<file path="config.mk">
export PLATFORM = sky130hd
export DESIGN_NAME = track_status_gen
export DESIGN_NICKNAME = d
export VERILOG_FILES = /design/src/rtl/tsg_pkg.sv /design/src/rtl/tsg_req_queue.sv /design/src/rtl/tsg_busy_gen.sv /design/src/rtl/tsg_ripple_ctrl.sv /design/src/rtl/track_status_gen.sv
export SDC_FILE = /design/constraint.sdc
export NUM_CORES = 1
export LEC_CHECK = 0
export ABC_AREA = 1
export BUFFER_PORTS_ARGS = -buffer_cell sky130_fd_sc_hd__buf_2
export CORE_MARGIN = 2
export CORE_UTILIZATION = 38
export CTS_CLUSTER_SIZE = 30
export DETAILED_ROUTE_END_ITERATION = 6
export RECOVER_POWER = 50
export SYNTH_ARGS = -nofsm -noshare
export SYNTH_HDL_FRONTEND = slang
export SYNTH_SLANG_ARGS = --single-unit
export TNS_END_PERCENT = 20
</file>
<file path="constraint.sdc">
create_clock -name clk -period 4.71 [get_ports clk]
set_input_delay 0.942 -clock clk [delete_from_list [all_inputs] [get_ports clk]]
set_output_delay 0.942 -clock clk [all_outputs]
set_load 0.1 [all_outputs]
</file>
<file path="src/rtl/tsg_pkg.sv">
package tsg_pkg;

    typedef enum logic [1:0] {
        REQ_UP  = 2'd0,
        REQ_DN  = 2'd1,
        REQ_REF = 2'd2
    } req_kind_e;

    typedef enum logic [1:0] {
        SEQ_IDLE   = 2'd0,
        SEQ_RIPL   = 2'd1,
        SEQ_COMMIT = 2'd2
    } seq_state_e;

endpackage

</file>
<file path="src/rtl/tsg_req_queue.sv">
module tsg_req_queue
    import tsg_pkg::*;
(
    input  logic      clk,
    input  logic      rst_n,
    input  logic      up_i,
    input  logic      dn_i,
    input  logic      hold_i,
    input  logic      take_i,
    output logic      req_vld_o,
    output req_kind_e req_kind_o
);

    typedef struct packed {
        logic slot_vld;
        logic slot_up;
        logic ref_pend;
        logic hold;
    } queue_t;

    queue_t q, d;
    logic   new_step;
    logic   take_step;
    logic   take_ref;

    always_comb begin
        d         = q;
        d.hold    = hold_i;
        // opposing strobes in one cycle cancel
        new_step  = up_i ^ dn_i;
        take_step = take_i && q.slot_vld;
        take_ref  = take_i && !q.slot_vld && q.ref_pend;
        if (take_step) d.slot_vld = 1'b0;
        if (take_ref)  d.ref_pend = 1'b0;
        // single entry: a strobe finding the slot occupied is lost
        if (new_step && (!q.slot_vld || take_step)) begin
            d.slot_vld = 1'b1;
            d.slot_up  = up_i;
        end
        if (q.hold && !hold_i) d.ref_pend = 1'b1;
    end

    always_ff @(posedge clk or negedge rst_n) begin
        if (!rst_n) q <= '0;
        else        q <= d;
    end

    assign req_vld_o  = q.slot_vld || q.ref_pend;
    assign req_kind_o = q.slot_vld ? (q.slot_up ? REQ_UP : REQ_DN) : REQ_REF;

endmodule

</file>
<file path="src/rtl/tsg_busy_gen.sv">
module tsg_busy_gen #(
    parameter int BUSY_CYC = 40
) (
    input  logic clk,
    input  logic rst_n,
    input  logic start_i,
    output logic busy_o
);

    localparam int CW = $clog2(BUSY_CYC + 1);

    typedef struct packed {
        logic          busy;
        logic [CW-1:0] left;
    } busy_t;

    busy_t q, d;

    always_comb begin
        d = q;
        if (start_i) begin
            d.busy = 1'b1;
            d.left = CW'(BUSY_CYC - 1);
        end else if (q.busy) begin
            if (q.left == '0) d.busy = 1'b0;
            else              d.left = q.left - 1'b1;
        end
    end

    always_ff @(posedge clk or negedge rst_n) begin
        if (!rst_n) q <= '0;
        else        q <= d;
    end

    assign busy_o = q.busy;

endmodule

</file>
<file path="src/rtl/tsg_ripple_ctrl.sv">
module tsg_ripple_ctrl #(
    parameter int RC_MIN_CYC = 30
) (
    input  logic clk,
    input  logic rst_n,
    input  logic take_i,
    input  logic dir_chg_i,
    input  logic wrap_i,
    input  logic brise_i,
    output logic rc_o
);

    localparam int TW = $clog2(RC_MIN_CYC + 1);

    typedef struct packed {
        logic          rc;
        logic [TW-1:0] tmr;
        logic          defer;
        logic [1:0]    stab;
    } rc_t;

    rc_t  q, d;
    logic min_ok;
    logic release_ok;

    always_comb begin
        d      = q;
        min_ok = (q.tmr == TW'(RC_MIN_CYC - 1));
        if (q.rc && !min_ok) d.tmr = q.tmr + 1'b1;
        // reversal while high arms the deferral
        if (dir_chg_i && q.rc) begin
            d.defer = 1'b1;
            d.stab  = 2'd0;
        end else if (brise_i && q.defer && (q.stab != 2'd2)) begin
            d.stab = q.stab + 1'b1;
        end
        release_ok = q.defer ? (q.stab == 2'd2) : take_i;
        if (q.rc && min_ok && !dir_chg_i && release_ok) begin
            d.rc    = 1'b0;
            d.tmr   = '0;
            d.defer = 1'b0;
            d.stab  = 2'd0;
        end
        if (wrap_i) begin
            if (!q.rc) begin
                d.defer = 1'b0;
                d.stab  = 2'd0;
            end
            d.rc  = 1'b1;
            d.tmr = '0;
        end
    end

    always_ff @(posedge clk or negedge rst_n) begin
        if (!rst_n) q <= '0;
        else        q <= d;
    end

    assign rc_o = q.rc;

endmodule

</file>
<file path="src/rtl/track_status_gen.sv">
module track_status_gen
    import tsg_pkg::*;
#(
    parameter int CNT_W      = 12,
    parameter int BUSY_CYC   = 40,
    parameter int RC_MIN_CYC = 30
) (
    input  logic             clk,
    input  logic             rst_n,
    input  logic             step_up_i,
    input  logic             step_dn_i,
    input  logic             hold_i,
    output logic [CNT_W-1:0] count_o,
    output logic             busy_o,
    output logic             dir_o,
    output logic             ripple_o
);

    typedef struct packed {
        seq_state_e       state;
        req_kind_e        kind;
        logic             dir;
        logic [CNT_W-1:0] count;
    } seq_t;

    seq_t      q, d;
    logic      req_vld;
    req_kind_e req_kind;
    logic      take;
    logic      step_take;
    logic      dir_chg;
    logic      wrap;
    logic      start;
    logic      brise;
    logic      busy;

    tsg_req_queue u_queue (
        .clk        (clk),
        .rst_n      (rst_n),
        .up_i       (step_up_i),
        .dn_i       (step_dn_i),
        .hold_i     (hold_i),
        .take_i     (take),
        .req_vld_o  (req_vld),
        .req_kind_o (req_kind)
    );

    always_comb begin
        d         = q;
        take      = (q.state == SEQ_IDLE) && !busy && req_vld;
        step_take = take && (req_kind != REQ_REF);
        dir_chg   = step_take && ((req_kind == REQ_UP) != q.dir);
        wrap      = 1'b0;
        start     = 1'b0;
        unique case (q.state)
            SEQ_IDLE: begin
                if (take) begin
                    d.kind  = req_kind;
                    d.state = SEQ_RIPL;
                    if (step_take) d.dir = (req_kind == REQ_UP);
                end
            end
            SEQ_RIPL: begin
                wrap    = ((q.kind == REQ_UP) && (&q.count)) ||
                          ((q.kind == REQ_DN) && (q.count == '0));
                d.state = SEQ_COMMIT;
            end
            SEQ_COMMIT: begin
                start   = 1'b1;
                d.state = SEQ_IDLE;
                if (q.kind == REQ_UP)      d.count = q.count + CNT_W'(1);
                else if (q.kind == REQ_DN) d.count = q.count - CNT_W'(1);
            end
            default: d.state = SEQ_IDLE;
        endcase
        brise = start && (q.kind != REQ_REF);
    end

    always_ff @(posedge clk or negedge rst_n) begin
        if (!rst_n) begin
            q.state <= SEQ_IDLE;
            q.kind  <= REQ_REF;
            q.dir   <= 1'b1;
            q.count <= '0;
        end else begin
            q <= d;
        end
    end

    tsg_busy_gen #(
        .BUSY_CYC (BUSY_CYC)
    ) u_busy (
        .clk     (clk),
        .rst_n   (rst_n),
        .start_i (start),
        .busy_o  (busy)
    );

    tsg_ripple_ctrl #(
        .RC_MIN_CYC (RC_MIN_CYC)
    ) u_ripple (
        .clk       (clk),
        .rst_n     (rst_n),
        .take_i    (step_take),
        .dir_chg_i (dir_chg),
        .wrap_i    (wrap),
        .brise_i   (brise),
        .rc_o      (ripple_o)
    );

    assign count_o = q.count;
    assign busy_o  = busy;
    assign dir_o   = q.dir;

endmodule

</file>
# Word-level counts from Yosys, hierarchy flattened
# Index checks and enable logic that the tools add are counted.
[totals]
out_inout_bits = 15
reg_bits = 37
[classes]
n_reduce_logical = 43
addsub = 5
muxes = 25
bitwise_logic = 1
eq_ne = 11
[ops]
columns = ["op", "count"]
rows = [
  ["2-to-1 mux 12 bit", 2],
  ["logical AND 1 bit", 19],
  ["2-to-1 mux 9 bit", 2],
  ["2-to-1 mux 7 bit", 2],
  ["adder 12 x 1 -> 12 bit (second input constant)", 1],
  ["logical NOT 12 bit", 1],
  ["AND reduction 12 bit", 1],
  ["subtractor 12 x 1 -> 12 bit (second input constant)", 1],
  ["2-to-1 mux 1 bit", 10],
  ["2-to-1 mux 5 bit", 2],
  ["nonzero test 2 bit", 5],
  ["2-to-1 mux 2 bit", 4],
  ["inequality test 2 bit (second input constant)", 4],
  ["logical NOT 2 bit", 3],
  ["logical NOT 6 bit", 1],
  ["2-to-1 mux 6 bit", 1],
  ["AND reduction 2 bit", 3],
  ["subtractor 6 x 1 -> 6 bit (second input constant)", 1],
  ["adder 5 x 1 -> 5 bit (second input constant)", 1],
  ["equality test 5 bit (second input constant)", 1],
  ["logical NOT 1 bit", 5],
  ["equality test 2 x 1 -> 1 bit (second input constant)", 2],
  ["equality test 2 bit (second input constant)", 2],
  ["one-hot mux 2 bit (2 select lines)", 1],
  ["8 further kinds", 10],
]

# Depth between registers and ports, before layout
[logic_depth]
ltp_word = 11
depth_mapped = 12

# Hierarchy
# Synthesis repeated with hierarchy kept, for this count alone.
[hier_totals]
hier_cells = 370
hier_area_um2 = 2713.9
[modules_own_cells]
columns = ["mod", "area_per_inst_um2", "instances", "cells_each"]
rows = [
  ["track_status_gen", 1495.2, 1, 221],
  ["tsg_ripple_ctrl", 590.6, 1, 72],
  ["tsg_busy_gen", 451.7, 1, 55],
  ["tsg_req_queue", 176.4, 1, 22],
]

# Least setup slack after synthesis
# Ideal clock, no wire load.
[synth_path]
path_kind = "reg-to-output"
startpoint = "register u_ripple.q (netlist bit u_ripple.rc_o)"
endpoint = "output ripple_o"
path_slack_ns = 2.846
n_path_buf = 0
arrival_time_ns = 0.922
path_stages_with_launch = 1
path_cell_list = "dfrtp_1"
[synth_rtl]
columns = ["element", "line_no", "text"]
rows = [
  ["from (decl)", "tsg_ripple_ctrl.sv:22", "rc_t q, d;"],
  ["from (signal assigned)", "tsg_ripple_ctrl.sv:55", "if (!rst_n) q <= '0;"],
  ["from (signal assigned)", "tsg_ripple_ctrl.sv:56", "else q <= d;"],
  ["to (decl)", "track_status_gen.sv:16", "output logic ripple_o"],
]
# No word-level cell between the ends.

==> impl_metrics.env <==
export IMPL_status="complete, but fails checks"
export IMPL_violations="max-capacitance violations, max-slew violations"
export IMPL_htree_levels=2
export IMPL_nFillCells=672
export IMPL_layout_drive_gt1_share_pct=12.2
export IMPL_area_growth_pct=6.42
export IMPL_clock_root_buffer="clkbuf_8"
export IMPL_wl_met3_um=132
export IMPL_rsz0062_at_grt="no"
export IMPL_slowest_stage="clkbuf_1"
export IMPL_nets=388
export IMPL_startpoint_type="input pin"
export IMPL_slew_viol_final=38
export IMPL_post_synth_cell_area_avg_um2=7.27
export IMPL_p_int_w=0.000800
export IMPL_highest_layer="met4"
export IMPL_cp_max_fo=37
export IMPL_drt_pass1_iterations=4
export IMPL_ys_warn_count=0
export IMPL_vias_per_cell=4.69
export IMPL_wl_met2_um=2280
export IMPL_ys_ff_latch=37
export IMPL_critical_path_top_delay_family="buffers and inverters"
export IMPL_netlist_area_mm2=0.00257
export IMPL_path_cells="clkbuf_1"
export IMPL_cts_setup_buffers=0
export IMPL_core_mm2=0.00646
export IMPL_swShare_pct=51.5
export IMPL_seqPwrFrac_pct=28.6
export IMPL_hp_start="q[16]$_DFFE_PN0P_"
export IMPL_n_antenna_cell=0
export IMPL_wl_met1_um=2540
export IMPL_cts_sinks=37
export IMPL_place_area_mm2=0.00266
export IMPL_num_io_pins=20
export IMPL_place_gp_congestion=0.886
export IMPL_r2r_cells=9
export IMPL_ys_flop_type="dfrtp_1"
export IMPL_hold_viol=0
export IMPL_required_ns=4.73
export IMPL_syn_inst=354
export IMPL_relSlewSlack_pct=-31.3
export IMPL_synth_largest_area_cell="dfrtp_1"
export IMPL_cts_made_buffers=5
export IMPL_combPwrFrac_pct=54.7
export IMPL_synth_area_leaders="dfrtp_1, nand2_1, ha_1, inv_1, nor2_1"
export IMPL_cts_max_path_buffers=2
export IMPL_clock_power_share_pct=16.7
export IMPL_die_w_um=86.3
export IMPL_critPathCaptureType="async pin"
export IMPL_cts_tree="done"
export IMPL_crit_type="in2async"
export IMPL_min_period_over_period_pct=49.3
export IMPL_path_clk_slew_ns=0.08
export IMPL_dieArea_mm2=0.00744
export IMPL_cts_resized=0
export IMPL_grt_pass1_vias=1986
export IMPL_synth_seq_area_share_pct=36.1
export IMPL_grt_start_max_net_pins=38
export IMPL_worst_ir_drop_vdd_mv=0.434
export IMPL_synth_net_count=375
export IMPL_async_flop_share_pct=100
export IMPL_io_buffers=19
export IMPL_ctsHoldBuffers=0
export IMPL_drv_cap=1
export IMPL_rows=29
export IMPL_setup_viol_count_final=0
export IMPL_synth_edff_count=0
export IMPL_drc=0
export IMPL_r2r_end="count_o[8]$_DFFE_PN0P_"
export IMPL_hold_depth=1
export IMPL_p_per_area_mw_per_mm2=603
export IMPL_worst_pin_slew_ns=1.97
export IMPL_slowest_delay_ns=1.38
export IMPL_fmax_mhz=431
export IMPL_tns_ns=0
export IMPL_post_drt_wl_per_cell_um=11.3
export IMPL_crit_buf_inv=1
export IMPL_place_hpwl_um=3900
export IMPL_switching_power_w=0.000849
export IMPL_r2r_setup_slack_ns=2.73
export IMPL_leakage_nw=1.50
export IMPL_fin_crit_ns=2.32
export IMPL_yosysTopAreaCellShare_pct=34.0
export IMPL_die_h_um=86.3
export IMPL_layout_cells_most_common="nand2_1"
export IMPL_insertion_delay_ns=0.29
export IMPL_hold_path_class="reg2reg"
export IMPL_dr_total_vias=2089
export IMPL_start_util_pct=39.8
export IMPL_grt_overflow=0
export IMPL_final_setup_skew_ns=0.00309
export IMPL_timing_rr_start="q[14]$_DFFE_PN1P_"
export IMPL_grt_pass1_wl_um=9050
export IMPL_hold_path_end="q[16]$_DFFE_PN0P_"
export IMPL_crit_arrival_ns=2.34
export IMPL_antenna_found_initial=0
export IMPL_track_usage_pct=15.3
export IMPL_postRouteAntennaNets=0
export IMPL_drt_first_iter_violations=75
export IMPL_routed_wirelength_um=5040
export IMPL_layout_common_cells="nand2_1, inv_1, nor2_1, dfrtp_1, nand3_1"
export IMPL_netlist_cell_type_count=32
export IMPL_stdcell_area_mm2=0.00274
cell families (layout without fill, tap and decap cells):
kind of cell    after synthesis  in the layout  share of synthesized area (%)
xor+xnor                     14             14                           4.77
compound gates               21             21                           4.28
mux                           2              2                          0.875
fa+ha+maj                    16             16                           8.07
buf+inv                      70             84                           12.3
flops                        37             37                           36.1
simple gates                194            194                           33.7
sequential cells by signal (all words and copies together) (netlist names):
signal and flops:
u_busy.busy_o 1, q 4, u_busy.q 6, count_o 12
dir_o 1, u_ripple.q 8, u_queue.q 4, u_ripple.rc_o 1
area by class of cell:
type	instances	area (um2)	share of cell area, %
inverter	57	214	7.82
clock inverter	2	35.0	1.28
tap	77	96.3	3.52
clock buffer	6	72.6	2.65
timing repair buffer	19	93.8	3.43
multi-input combinational	247	1300	47.4
sequential	37	928	33.9
routing by layer:
layer	track usage [%]	vias to the layer above
met5	0	-
met4	5.68	0
met1	21.2	951
met2	24.0	20
met3	2.76	7
li1	-	1111
per-stage QoR:
step / hold WS [ns] / worst slack, ns / util (%) / cells / power [W]
after global routing: 0.504 / 1.84 / 42.4 / 445 / 0.00180
final: 0.483 / 2.39 / 42.4 / 445 / 0.00165
after CTS: 0.486 / 2.42 / 42.9 / 445 / 0.00167
after detailed placement: 0.475 / 2.71 / 41.2 / 437 / 0.00139
after global placement: 0.470 / 2.73 / 41.2 / 437 / 0.00138
after floorplan: 0.451 / 2.85 / - / 354 / 0.00127
power by group through the flow:
stage / sequential (W) / combinational, W / clock [W]
after global placement: 0.000478 / 0.000901 / 0
final: 0.000471 / 0.000903 / 0.000276
after detailed placement: 0.000479 / 0.000907 / 0
after CTS: 0.000473 / 0.000910 / 0.000284
after floorplan: 0.000481 / 0.000793 / 0
after global routing: 0.000484 / 0.00101 / 0.000299
worst max-delay path by stage:
stage | slack [ns] | depth (start not counted) | startpoint | endpoint
after detailed placement | 2.71 | 10 | q[14]$_DFFE_PN1P_ | count_o[7]$_DFFE_PN0P_
after global placement | 2.73 | 10 | q[14]$_DFFE_PN1P_ | count_o[7]$_DFFE_PN0P_
after CTS | 2.42 | 1 | count_o[0]$_DFFE_PN0P_ | count_o[0]
final | 2.39 | 1 | rst_n | u_ripple.q[1]$_DFF_PN0_
after global routing | 1.84 | 1 | rst_n | q[15]$_DFFE_PN0P_
after floorplan | 2.85 | 0 | u_ripple.rc_o$_DFFE_PN0P_ | ripple_o
cell usage after synthesis, types with 2 or more instances:
| cell type | n |
|---|---|
| inv_2 | 7 |
| dfstp_2 | 2 |
| o21ai_1 | 3 |
| nor2_1 | 39 |
| xor2_1 | 8 |
| dfrtp_1 | 35 |
| inv_1 | 50 |
| nand3_2 | 2 |
| nand3_1 | 24 |
| nand2_1 | 106 |
| nand4_1 | 8 |
| mux2_2 | 2 |
| nor2_2 | 4 |
| buf_4 | 12 |
| xnor2_1 | 6 |
| a21oi_1 | 6 |
| o21ai_0 | 10 |
| ha_1 | 15 |
| nand2_2 | 2 |
No activity file was read; power rests on OpenSTA's default activity.
